File: src/rtl/lp_wake_pkg.sv
package lp_wake_pkg;
  typedef enum logic [1:0] {
    MODE_RUN   = 2'd0,
    MODE_IDLE  = 2'd1,
    MODE_SLEEP = 2'd2
  } lp_mode_e;
endpackage

File: src/rtl/lp_port_sync.sv
module lp_port_sync #(
  parameter int W      = 8,
  parameter int STAGES = 2
) (
  input  logic         clk_i,
  input  logic         rst_ni,
  input  logic [W-1:0] port_i,
  output logic [W-1:0] port_s_o
);
  for (genvar i = 0; i < W; i++) begin : g_bit
    logic [STAGES-1:0] sh_q;
    always_ff @(posedge clk_i or negedge rst_ni) begin
      if (!rst_ni) sh_q <= '0;
      else         sh_q <= {sh_q[STAGES-2:0], port_i[i]};
    end
    assign port_s_o[i] = sh_q[STAGES-1];
  end
endmodule

File: src/rtl/lp_wake_detect.sv
module lp_wake_detect
  import lp_wake_pkg::*;
#(
  parameter int W = 8
) (
  input  logic         clk_i,
  input  logic         rst_ni,
  input  logic         arm_i,
  input  logic         wdt_en_i,
  input  logic         port_en_i,
  input  logic [W-1:0] port_s_i,
  input  lp_mode_e     mode_i,
  input  logic         tmr_tmo_i,
  input  logic         wdt_tmo_i,
  output logic         wake_o,
  output logic         tmr_cause_o
);
  logic [W-1:0] snap_q;
  logic         wdt_en_q, port_en_q;
  logic         parked, port_hit, wdt_hit, tmr_hit;

  // enables and port snapshot are frozen at entry
  always_ff @(posedge clk_i or negedge rst_ni) begin
    if (!rst_ni) begin
      snap_q    <= '0;
      wdt_en_q  <= 1'b0;
      port_en_q <= 1'b0;
    end else if (arm_i) begin
      snap_q    <= port_s_i;
      wdt_en_q  <= wdt_en_i;
      port_en_q <= port_en_i;
    end
  end

  assign parked   = (mode_i != MODE_RUN);
  assign port_hit = port_en_q && (port_s_i != snap_q);
  assign wdt_hit  = wdt_en_q && wdt_tmo_i;
  assign tmr_hit  = (mode_i == MODE_IDLE) && tmr_tmo_i;

  assign wake_o      = parked && (port_hit || wdt_hit || tmr_hit);
  assign tmr_cause_o = tmr_hit;
endmodule

File: src/rtl/lp_mode_fsm.sv
module lp_mode_fsm
  import lp_wake_pkg::*;
(
  input  logic     clk_i,
  input  logic     rst_ni,
  input  logic     sleep_req_i,
  input  logic     sleep_mode_i,
  input  logic     wake_i,
  input  logic     tmr_cause_i,
  input  logic     flag_clr_i,
  output lp_mode_e mode_o,
  output logic     arm_o,
  output logic     resume_o,
  output logic     rst_req_o,
  output logic     vec_req_o,
  output logic     tmr_flag_o
);
  lp_mode_e mode_q, mode_d;
  logic     vec_pend_q;

  assign arm_o = (mode_q == MODE_RUN) && sleep_req_i;

  always_comb begin
    mode_d = mode_q;
    if (arm_o)       mode_d = sleep_mode_i ? MODE_SLEEP : MODE_IDLE;
    else if (wake_i) mode_d = MODE_RUN;
  end

  always_ff @(posedge clk_i or negedge rst_ni) begin
    if (!rst_ni) begin
      mode_q     <= MODE_RUN;
      resume_o   <= 1'b0;
      rst_req_o  <= 1'b0;
      vec_pend_q <= 1'b0;
      vec_req_o  <= 1'b0;
      tmr_flag_o <= 1'b0;
    end else begin
      mode_q     <= mode_d;
      resume_o   <= wake_i && (mode_q == MODE_IDLE);
      rst_req_o  <= wake_i && (mode_q == MODE_SLEEP);
      vec_pend_q <= wake_i && tmr_cause_i;
      vec_req_o  <= vec_pend_q;
      if (wake_i && tmr_cause_i) tmr_flag_o <= 1'b1;
      else if (flag_clr_i)       tmr_flag_o <= 1'b0;
    end
  end

  assign mode_o = mode_q;
endmodule

File: src/rtl/lp_wake_ctrl.sv
module lp_wake_ctrl
  import lp_wake_pkg::*;
#(
  parameter int PORT_W    = 8,
  parameter int SYNC_STGS = 2
) (
  input  logic              clk_i,
  input  logic              rst_ni,
  input  logic              sleep_req_i,
  input  logic              sleep_mode_i,
  input  logic              wdt_wake_en_i,
  input  logic              port_wake_en_i,
  input  logic              tmr_tmo_i,
  input  logic              wdt_tmo_i,
  input  logic [PORT_W-1:0] port_i,
  input  logic              flag_clr_i,
  output logic              run_o,
  output logic              resume_o,
  output logic              rst_req_o,
  output logic              tmr_flag_o,
  output logic              vec_req_o
);
  logic [PORT_W-1:0] port_s;
  lp_mode_e          mode_q;
  logic              arm, wake, tmr_cause;

  lp_port_sync #(.W(PORT_W), .STAGES(SYNC_STGS)) u_sync (
    .clk_i, .rst_ni, .port_i, .port_s_o(port_s)
  );

  lp_wake_detect #(.W(PORT_W)) u_detect (
    .clk_i, .rst_ni,
    .arm_i(arm), .wdt_en_i(wdt_wake_en_i), .port_en_i(port_wake_en_i),
    .port_s_i(port_s), .mode_i(mode_q),
    .tmr_tmo_i, .wdt_tmo_i,
    .wake_o(wake), .tmr_cause_o(tmr_cause)
  );

  lp_mode_fsm u_fsm (
    .clk_i, .rst_ni, .sleep_req_i, .sleep_mode_i,
    .wake_i(wake), .tmr_cause_i(tmr_cause), .flag_clr_i,
    .mode_o(mode_q), .arm_o(arm),
    .resume_o, .rst_req_o, .vec_req_o, .tmr_flag_o
  );

  assign run_o = (mode_q == MODE_RUN);
endmodule

File: config.mk
export PLATFORM = sky130hd
export DESIGN_NAME = lp_wake_ctrl
export DESIGN_NICKNAME = d
export VERILOG_FILES = /design/src/rtl/lp_wake_pkg.sv /design/src/rtl/lp_port_sync.sv /design/src/rtl/lp_wake_detect.sv /design/src/rtl/lp_mode_fsm.sv /design/src/rtl/lp_wake_ctrl.sv
export SDC_FILE = /design/constraint.sdc
export NUM_CORES = 1
export LEC_CHECK = 0
export ABC_AREA = 1
export BUFFER_PORTS_ARGS = -buffer_cell sky130_fd_sc_hd__buf_2
export CAP_MARGIN = 5
export CORE_UTILIZATION = 25
export CTS_CLUSTER_SIZE = 28
export DETAILED_ROUTE_END_ITERATION = 8
export GPL_ROUTABILITY_DRIVEN = 1
export SETUP_SLACK_MARGIN = 0.5
export SYNTH_ARGS = -nofsm -noshare
export SYNTH_HDL_FRONTEND = slang
export SYNTH_SLANG_ARGS = --single-unit
File: constraint.sdc
create_clock -name clk_i -period 1.5 [get_ports clk_i]
set_input_delay 0.3 -clock clk_i [delete_from_list [all_inputs] [get_ports clk_i]]
set_output_delay 0.3 -clock clk_i [all_outputs]
set_load 0.02 [all_outputs]
==> Word level (Yosys, flattened, before mapping) <==
Index checks and enable logic that the tools add are counted.
{ "classes": {"eq_ne": 3, "n_mux": 5, "n_reduce_logical": 14} }
{ "ops": {"columns": ["operator", "n"], "rows": [
  ["1-bit logical AND", 8],
  ["8-bit inequality test", 1],
  ["2-bit 2-to-1 mux", 3],
  ["2-bit nonzero test", 3],
  ["2-bit by 1-bit == test with 1-bit output (second input constant)", 1],
  ["2-bit == test (second input constant)", 1],
  ["2-bit logical NOT", 1],
  ["1-bit logical OR", 2],
  ["1-bit 2-to-1 mux", 2]
]} }
{ "word_totals": {"ff_bits": 33, "word_cells": 39, "in_bits": 17, "output_inout_bits": 5} }

==> Depth between registers and ports, before layout <==
{ "logic_depth": {"word_depth": 7, "ltp_mapped": 9, "mapped_depth_nobuf": 9} }

==> By module <==
From an unflattened synthesis, not the netlist that was laid out.
{ "hier_totals": {"hier_cells": 119, "hier_area_um2": 1261.2} }
{ "by_module_without_submodules": {"columns": ["module", "area_each_um2", "instances", "seq_area_each_um2", "cells_per_inst"], "rows": [
  ["lp_wake_detect", 538.0, 1, 250.2, 68],
  ["lp_port_sync", 460.4, 1, 400.4, 24],
  ["lp_mode_fsm", 259.0, 1, 175.2, 26],
  ["lp_wake_ctrl", 3.8, 1, 0.0, 1]
]} }

==> Worst setup path after synthesis <==
Ideal clock, no wire load.
{ "synth_path": {"path_type": "reg-to-reg", "startpoint": "register u_fsm.mode_q[1], in the netlist u_fsm.mode_o[1]", "endpoint": "register u_detect.snap_q[2]", "setup_slack_ns": 0.351, "path_stages_with_launch": 6, "required_ns": 1.384, "setup_ns": 0.116, "synth_period_minus_slack_ns": 1.149, "arrival_time_ns": 1.033, "n_path_buf": 1, "path_cell_list": "dfrtp_1 -> nor2_2 -> nand2_2 -> buf_6 -> nand2_1 -> nand2_1"} }
{ "synth_via": {"elab_chain_len": 2} }
{ "synth_lines": {"columns": ["element", "line_no", "rtl"], "rows": [
  ["start, declared", "lp_mode_fsm.sv:18", "lp_mode_e mode_q, mode_d;"],
  ["start signal, assigned", "lp_mode_fsm.sv:38", "mode_q <= mode_d;"],
  ["2-bit logical NOT", null, null],
  ["via run_o", "lp_wake_ctrl.sv:17", "output logic run_o,"],
  ["1-bit logical AND", "lp_mode_fsm.sv:21", "assign arm_o = (mode_q == MODE_RUN) && sleep_req_i;"],
  ["end signal, assigned", "lp_wake_detect.sv:29", "snap_q <= port_s_i;"],
  ["end, declared", "lp_wake_detect.sv:18", "logic [W-1:0] snap_q;"]
]} }
The timed path passes the listed nets, and every way through them passes these cells.
A chain may end at the register's enable or synchronous reset.

==> Worst setup path in the final report <==
{ "layout_path": {"startpoint": "register u_fsm.mode_q[0], in the netlist u_fsm.mode_o[0]", "endpoint": "output run_o"} }
{ "layout_via": {"elab_chain_len": 1} }
{ "layout_lines": {"columns": ["element", "line_no", "rtl"], "rows": [
  ["2-bit logical NOT", "lp_wake_ctrl.sv:46", "assign run_o = (mode_q == MODE_RUN);"],
  ["end, declared", "lp_wake_ctrl.sv:17", null]
]} }
No other way between the ends.

==> results.yml <==
sta:
  tns_ns: 0
  finalHoldViolations: 0
  worst_pin_slew_ns: 0.266
  skew_ns: 0.00567
  min_period_ns: 1.24
  holdWs_ns: 0.118
  slew-limit-headroom_pct: 82.3
  drv_slew: 0
  finalSetupViolCount: 0
  rsz0062_at_grt: "true"
  period_share_pct: 82.7
  fmaxAchievable_ghz: 0.806
clocking:
  cts_tree: "yes"
  clock_sinks: 33
  cts_buffers: 5
  clkTransAtPathRegs_ns: 0.06
  clkLatencyLatePin_ns: 0.28
  clock_path_buffers: 2
  clock-root-buffer: "clkbuf_8"
  htreeDepth: 2
setup_path:
  cp-end-kind: "primary output"
  crit_chain: "nor2_4 -> buf_6"
  path_max_fanout: 2
  worst_path_largest_cell_delay_ns: 0.41
  cp.buffers_inverters: 1
  cp_top_family: "flip-flops"
  slowest_stage: "dfrtp_1"
  crit_required_ns: 1.20
  start_kind: "flop"
  worst_ep_arrival_time_ns: 0.94
  path_class: "flop to primary output"
route:
  firstDrtPassIters: 6
  first_iter_violations: 51
  wl_per_cell_um: 9.26
  routed_wl_um: 1880
  vias_per_cell: 3.98
  vias: 807
  ant_nets: 0
  drc_errors: 0
global_route:
  grt-ovfl-total: 0
  grt_max_degree: 16
  grt_pass1_vias: 847
  grt_pass1_wl_um: 3440
  grt_usage_pct: 9.21
  antenna_found_initial: 0
synthesis:
  yosysSeqAreaShare_pct: 69.2
  async_flop_share_pct: 100
  netlist_top_cells_count: "45 x nand2_1, 33 x dfrtp_1, 10 x inv_1"
  syn_area_um2: 1190
  synth-edff-count: 0
  synth_top_area_cell: "dfrtp_1"
  synth_seq_cells: 33
  synth_cell_types: 15
  synth_most_common_cell: "nand2_1"
  synth_flop_cell: "dfrtp_1"
  yosys.area.top_type_share_pct: 69.2
  synth_cells: 113
  syn_nets: 130
  syn_area_per_cell_um2: 10.6
  synth_area_leaders: "dfrtp_1 69%, nand2_1 14%, inv_1 3.1%"
  yosysWarnings: 0
placed_design:
  gp_congestion: 0.703
  placedInstanceArea_um2: 1390
  dpl.hpwl_um: 1310
  port_buffers: 21
power:
  power_w: 0.00306
  p_leak_nw: 0.848
  powerDensity_nw_per_um2: 1850
  vdd_drop_max_uv: 938
min_path:
  hp-class: "primary input to flop"
floorplan:
  core_area_um2: 4470
  row_count: 24
  ios: 22
  die_height_um: 71.1
  initial_core_util_pct: 26.7
  die_w_um: 71.1
  fp.dieArea_um2: 5060
finish:
  fin_nets: 167
  antenna_cells: 0
  drive_above_1_share_pct: 37.1
  syn_to_final_growth_pct: 38.8
  fin_area_um2: 1660
  finish.utilization_pct: 37.0
run_status:
  status: "completed"
flow_run:
  cap_violations: 0
-- metrics by stage --
step	cells	worst slack (ns)
after CTS	202	0.243
final	203	0.259
after global placement	187	0.409
after floorplan	113	0.437
after global routing	203	0.220
after detailed placement	187	0.367
-- final timing paths --
kind                                         start                       to  slack [ns]  depth (start not counted)
setup reg to reg                   u_fsm.mode_o[0]          u_fsm.mode_o[0]        0.31                          6
hold reg to reg            u_sync.g_bit[4].sh_q[0]  u_sync.g_bit[4].sh_q[1]        0.35                          0
hold / removal                           port_i[0]  u_sync.g_bit[0].sh_q[0]        0.12                          1
min in group asynchronous                   rst_ni  u_sync.g_bit[6].sh_q[0]        0.41                          2
setup / recovery                   u_fsm.mode_o[0]                    run_o        0.26                          2
max in group asynchronous                   rst_ni  u_sync.g_bit[0].sh_q[1]        0.69                          3
-- flip-flops by register name (all words and copies together), names as in the netlist --
| register | cells |
|---|---|
| u_detect.port_en_q | 1 |
| u_fsm.mode_o | 2 |
| u_fsm.rst_req_o | 1 |
| u_detect.snap_q | 8 |
| u_sync.g_bit.sh_q | 16 |
| u_fsm.resume_o | 1 |
| u_detect.wdt_en_q | 1 |
| u_fsm.vec_pend_q | 1 |
| u_fsm.tmr_flag_o | 1 |
| u_fsm.vec_req_o | 1 |
-- where the power goes --
group | internal (W) | switching [W]
Combinational | 0.000461 | 0.000498
Sequential | 0.00111 | 0.000151
Clock | 0.000541 | 0.000304
Total | 0.00211 | 0.000953
-- kinds of logic (layout without fill, tap and decap cells) --
family | Yosys count | count (layout) | synth area share (%)
compound gates | 7 | 7 | 4.19
xor+xnor | 4 | 4 | 2.93
buf+inv | 14 | 51 | 5.03
flops | 33 | 33 | 69.2
simple gates | 55 | 56 | 18.7
-- placed cells by master, fill, tap and decap left out, types with 2 or more instances in the layout --
cell type,n
a21oi_2,2
inv_2,4
clkbuf_8,6
o21ai_2,4
buf_2,16
nand3_2,2
buf_4,6
nand2_4,3
nor2_1,2
inv_1,8
nand2_1,43
buf_6,6
xnor2_1,4
dfrtp_1,33
-- per-layer routing --
layer	global-route usage, %	vias up	wire length (um)
met5	0	-	0
li1	-	418	-
met1	10.3	364	877
met3	3.85	5	75
met2	14.4	20	872
met4	6.00	0	54
-- cell type report --
| class | instances | area (um^2) |
|---|---|---|
| clock buffers | 7 | 86.3 |
| well taps | 52 | 65.1 |
| flip-flops and latches | 33 | 826 |
| repair buffers | 30 | 223 |
| inverters | 13 | 56.3 |
| clock inverters | 1 | 30.0 |
| fillers | 442 | 2820 |
| multi-input cells | 67 | 370 |
-- repair_timing --
| action | CTS | global route |
|---|---|---|
| setup buffers | 5 | 1 |
| gates resized for setup | 19 | 6 |
| pin swaps | 3 | 1 |
| hold endpoints to repair | 10 | 0 |
| setup endpoints to repair | 18 | 19 |
| cloned | 1 | 0 |
| hold buffers | 1 | 0 |
(Power assumes the default switching activity.)
